**src/rtl/pwr_sleep_pkg.sv**
```systemverilog
`timescale 1ns/1ps
package pwr_sleep_pkg;
  localparam int STATE_W = 3;

  typedef enum logic [STATE_W-1:0] {
    PS_ACTIVE   = 3'd0,
    PS_TO_SLEEP = 3'd1,
    PS_SLEEP    = 3'd2,
    PS_WAKING   = 3'd3,
    PS_OFF      = 3'd4
  } pwr_state_e;

  typedef struct packed {
    logic actToSlp;
    logic slpToAct;
    logic slpToOff;
  } seq_kick_t;
endpackage

```
**src/rtl/sleep_sync_path.sv**
```systemverilog
`timescale 1ns/1ps
// Pin conditioning and strobe output registers.
module sleep_sync_path
  import pwr_sleep_pkg::*;
#(
  parameter int SYNC_STAGES = 2
) (
  input  logic      clk,
  input  logic      rstN,
  input  logic      sleepPin,
  input  logic      polInvert,
  input  logic      sleepMask,
  input  seq_kick_t kickNext,
  output logic      sleepReq,
  output seq_kick_t kickQ
);
  localparam int TOP = SYNC_STAGES - 1;

  logic [TOP:0] syncQ;
  logic [TOP:0] fillQ;
  logic         pinLevel;
  logic         asserted;

  generate
    if (SYNC_STAGES < 2) begin : g_bad
      initial $error("SYNC_STAGES must be at least 2");
    end
  endgenerate

  always_ff @(posedge clk or negedge rstN) begin
    if (!rstN) begin
      syncQ <= '0;
      fillQ <= '0;
      kickQ <= '0;
    end else begin
      syncQ <= {syncQ[TOP-1:0], sleepPin};
      fillQ <= {fillQ[TOP-1:0], 1'b1};
      kickQ <= kickNext;
    end
  end

  assign pinLevel = syncQ[TOP];
  assign asserted = polInvert ? pinLevel : ~pinLevel;
  // No request until the synchronizer holds real pin samples.
  assign sleepReq = fillQ[TOP] & asserted & ~sleepMask;
endmodule

```
**src/rtl/sleep_state_ctrl.sv**
```systemverilog
`timescale 1ns/1ps
// Power state machine; emits start strobes as a struct.
module sleep_state_ctrl
  import pwr_sleep_pkg::*;
(
  input  logic       clk,
  input  logic       rstN,
  input  logic       sleepReq,
  input  logic       irqPending,
  input  logic       offSelect,
  input  logic       seqDone,
  output seq_kick_t  kickNext,
  output pwr_state_e stateQ
);
  pwr_state_e stateNext;
  logic       toOffQ;
  logic       wakeNow;

  assign wakeNow = irqPending | ~sleepReq;

  always_comb begin
    stateNext = stateQ;
    kickNext  = '0;
    unique case (stateQ)
      PS_ACTIVE: begin
        if (sleepReq && !irqPending) begin
          stateNext         = PS_TO_SLEEP;
          kickNext.actToSlp = 1'b1;
        end
      end
      PS_TO_SLEEP: if (seqDone) stateNext = PS_SLEEP;
      PS_SLEEP: begin
        if (wakeNow) begin
          stateNext = PS_WAKING;
          if (offSelect) kickNext.slpToOff = 1'b1;
          else           kickNext.slpToAct = 1'b1;
        end
      end
      PS_WAKING: if (seqDone) stateNext = toOffQ ? PS_OFF : PS_ACTIVE;
      PS_OFF: stateNext = PS_OFF;
      default: stateNext = PS_ACTIVE;
    endcase
  end

  always_ff @(posedge clk or negedge rstN) begin
    if (!rstN) begin
      stateQ <= PS_ACTIVE;
      toOffQ <= 1'b0;
    end else begin
      stateQ <= stateNext;
      if (stateQ == PS_SLEEP && wakeNow) toOffQ <= offSelect;
    end
  end
endmodule

```
**src/rtl/pwr_sleep_ctrl.sv**
```systemverilog
`timescale 1ns/1ps
module pwr_sleep_ctrl
  import pwr_sleep_pkg::*;
#(
  parameter int SYNC_STAGES = 2
) (
  input  logic               clk,
  input  logic               rstN,
  input  logic               sleepPin,
  input  logic               polInvert,
  input  logic               sleepMask,
  input  logic               irqPending,
  input  logic               offSelect,
  input  logic               seqDone,
  output logic               seqActToSlp,
  output logic               seqSlpToAct,
  output logic               seqSlpToOff,
  output logic [STATE_W-1:0] powerState
);
  seq_kick_t  kickNext;
  seq_kick_t  kickQ;
  logic       sleepReq;
  pwr_state_e stateQ;

  sleep_sync_path #(.SYNC_STAGES(SYNC_STAGES)) u_path (
    .clk(clk), .rstN(rstN), .sleepPin(sleepPin), .polInvert(polInvert),
    .sleepMask(sleepMask), .kickNext(kickNext), .sleepReq(sleepReq),
    .kickQ(kickQ)
  );

  sleep_state_ctrl u_ctrl (
    .clk(clk), .rstN(rstN), .sleepReq(sleepReq), .irqPending(irqPending),
    .offSelect(offSelect), .seqDone(seqDone), .kickNext(kickNext),
    .stateQ(stateQ)
  );

  assign seqActToSlp = kickQ.actToSlp;
  assign seqSlpToAct = kickQ.slpToAct;
  assign seqSlpToOff = kickQ.slpToOff;
  assign powerState  = stateQ;
endmodule

```
**config.mk**
```make
export PLATFORM = sky130hd
export DESIGN_NAME = pwr_sleep_ctrl
export DESIGN_NICKNAME = d
export VERILOG_FILES = /design/src/rtl/pwr_sleep_pkg.sv /design/src/rtl/sleep_sync_path.sv /design/src/rtl/sleep_state_ctrl.sv /design/src/rtl/pwr_sleep_ctrl.sv
export SDC_FILE = /design/constraint.sdc
export NUM_CORES = 1
export LEC_CHECK = 0
export ABC_CLOCK_PERIOD_IN_PS = 1200
export BUFFER_PORTS_ARGS = -buffer_cell sky130_fd_sc_hd__buf_2
export CAP_MARGIN = 15
export CORE_AREA = 2 2 39 41
export CTS_CLUSTER_DIAMETER = 40
export DETAILED_ROUTE_END_ITERATION = 7
export DIE_AREA = 0 0 41 43
export MAX_ROUTING_LAYER = met4
export PLACE_DENSITY = 0.63
export SLEW_MARGIN = 10
export SYNTH_ARGS = -nofsm -noshare
export SYNTH_HDL_FRONTEND = slang
export SYNTH_SLANG_ARGS = --single-unit
```
**constraint.sdc**
```tcl
create_clock -name clk -period 1.2 [get_ports clk]
set_input_delay 0.12 -clock clk [delete_from_list [all_inputs] [get_ports clk]]
set_output_delay 0.12 -clock clk [all_outputs]
set_load 0.01 [all_outputs]
```
==> impl_metrics.toml <==
[sta]
final_max_slew_viol_count = 0
setup_viol = 1
final-hold-violation-count = 0
whs_ns = 0.0458
rsz0062_at_grt = "yes"
max_freq_mhz = 806
finalCriticalPeriod_ns = 1.24
fin_setup_tns_ns = -0.0411
finalCritPeriodShare_pct = 103
fin_ws_ns = -0.0411
finClkSkew_ns = 0.00600

[synthesis]
syn_avg_cell_area_sq_um = 13.6
ys_warn_count = 0
ys_types = 19
netlist.top_cell.by_area = "dfrtp_1"
muxShareOfSynthArea_pct = 3.57
yosys-top-cells-area = "dfrtp_1 65%, mux2_4 3.6%, a211oi_2 3.0%, nor3b_2 3.0%, and4b_1 2.4%"
synth_compound_area_share_pct = 7.14
synth-simple-area-share_pct = 18.8
synth_top_family_by_area = "simple AND/OR/NAND/NOR gates"
synthAdderAreaFrac_pct = 0
syn_nets = 39
synth_xor_area_share_pct = 4.17
synth_top_area_share_pct = 65.5
synth_area_sq_um = 420
ys_seq_area_share_pct = 65.5
synth_cells = 31
ys_seq_elements = 11

[layout]
antenna_cells = 0
final_area_sq_um = 627
area.growth.synth_to_final_pct = 49.1
finalNetCount = 65
drive_gt1_share_pct = 50.0

[worst_setup_path]
arrival_ns = 1.39
cp_slowest_stage_delay_ns = 0.40
slowest_stage = "dfrtp_1"
timing_worst_setup_path_type = "register to register"
crit_required_ns = 1.35
crit_fanout = 2
worstPathCellList = "xnor2_2 > a211oi_4 > mux2_4"
start_kind = "register"
cp-end-kind = "register"

[route]
ant_nets = 0
vias = 326
wl_per_cell_microns = 10.2
drt_iter0_drc = 1
firstDrtPassIters = 4
wirelength_microns = 734
drc = 0
vias_per_cell = 4.53

[floorplanning]
io_pins = 14
die_area_sq_um = 1760
core_sq_um = 1380
core.rowCount = 14
die_h_microns = 43
chipWidth_microns = 41
initial_core_util_pct = 30.4

[clocking]
cts.path.max_buffers = 2
cts_buffers = 3
root_buffer = "clkbuf_4"
cts.sinks = 11
post_cts_buffers = 0
clkTransAtPathRegs_ns = 0.07
cts_tree = "done"
clock_latency_ns = 0.27
htreeDepth = 1

[hold_path]
min_path_type = "primary input to register"

[global_routing]
grt_max_degree = 12
antenna_found_initial = 0
globalRouteOverflowTotal = 0
grt_pass1_vias = 325
grt_pass1_wl_microns = 1300
grt.total_usage_pct = 11.9

[power_and_ir_drop]
p_leak_nw = 0.312
ir_worst_vdd_mv = 0.889
powerDensity_nw_per_um2 = 2050

[status]
violations = "setup timing"
status = "complete, but fails checks"

[run]
maxCapViolCount = 0

[place]
dpl.hpwl_microns = 562
io_buffers = 13
place_area_sq_um = 573
place_ws_ns = -0.0252
gp_congestion = 0.654
-- sequential cells by signal (all words and copies together), names as in the netlist --
signal,count
u_ctrl.stateQ,3
u_path.fillQ,2
u_path.syncQ,2
u_path.kickQ,3
u_ctrl.toOffQ,1
-- cell usage after synthesis --
cell type / instances
nand3_1: 1
and4b_1: 1
xnor2_1: 1
nand4b_1: 1
nor3b_2: 1
dfrtp_1: 11
nand2_1: 2
a21boi_0: 1
nor2_1: 2
o21ai_0: 1
and3b_1: 1
nor2b_1: 1
xor2_1: 1
a21oi_1: 1
and2_1: 1
a211oi_2: 1
nand2b_1: 1
mux2_4: 1
conb_1: 1
-- worst paths after layout --
kind | startpoint | endpoint | slack (ns) | depth (start not counted)
max in group asynchronous | rstN | u_path.fillQ[1]$_DFF_PN0_ | 0.74 | 2
min in group asynchronous | rstN | u_path.kickQ[1]$_DFF_PN0_ | 0.25 | 2
min | offSelect | u_path.kickQ[1]$_DFF_PN0_ | 0.05 | 2
max reg2reg | u_path.syncQ[1]$_DFF_PN0_ | u_ctrl.toOffQ$_DFFE_PN0P_ | -0.04 | 3
min reg2reg | u_path.syncQ[0]$_DFF_PN0_ | u_path.syncQ[1]$_DFF_PN0_ | 0.35 | 0
max | u_path.syncQ[1]$_DFF_PN0_ | u_ctrl.toOffQ$_DFFE_PN0P_ | -0.04 | 3
-- final cells by class --
type | instances | area (sq um)
Timing Repair Buffer | 21 | 130
Sequential cell | 11 | 275
Tap cell | 16 | 20.0
Clock buffer | 4 | 26.3
Multi-Input combinational cell | 20 | 175
Fill cell | 151 | 757
-- metal layers --
metal	routed length (microns)	global-route usage [%]	vias up
met1	315	13.9	163
met5	0	-	-
li1	-	-	152
met2	367	15.3	9
met3	47	4.71	2
met4	4	10.0	0
-- power breakdown --
| group | internal, W | switching [W] |
|---|---|---|
| Combinational | 0.000296 | 0.000203 |
| Sequential | 0.000459 | 0.0000827 |
| Clock | 0.000129 | 0.000117 |
-- cells by family after synthesis --
logic type	Yosys count
AOI/OAI and AO/OA	4
xor gates and xnor gates	2
DFF	11
muxes	1
other	1
and+or+nand+nor	12
-- per-stage QoR --
| stage | power (W) | util [%] | instances |
|---|---|---|---|
| finish | 0.00129 | 45.3 | 72 |
| floorplan | 0.000813 | - | 31 |
| global placement | 0.00103 | 41.4 | 66 |
| CTS | 0.00130 | 44.8 | 72 |
| detailed placement | 0.00104 | 41.4 | 66 |
| global route | 0.00138 | 45.3 | 72 |
-- critical path, delay by kind of cell, from the launching register on --
kind                      cells  cell delay, ns
AOI/OAI and AO/OA             1            0.24
xor gates and xnor gates      1            0.16
DFF                           1            0.40
muxes                         1            0.32
-- what timing repair did --
item / CTS / global route
pin swaps: 0 / 0
endpoints found under the hold margin: 12 / 0
resized for setup: 0 / 1
hold buffers: 2 / 0
gates cloned: 0 / 0
setup endpoints to repair: 1 / 2
-- cells in the final DEF (no fill, tap or decap), types with 2 or more instances in the layout --
| master | n |
|---|---|
| buf_2 | 13 |
| buf_4 | 6 |
| clkbuf_4 | 3 |
| dfrtp_1 | 11 |
| dlygate4sd3_1 | 2 |
| nand2_1 | 2 |
| nor2_1 | 2 |
No activity file was read; power rests on OpenSTA's default activity.
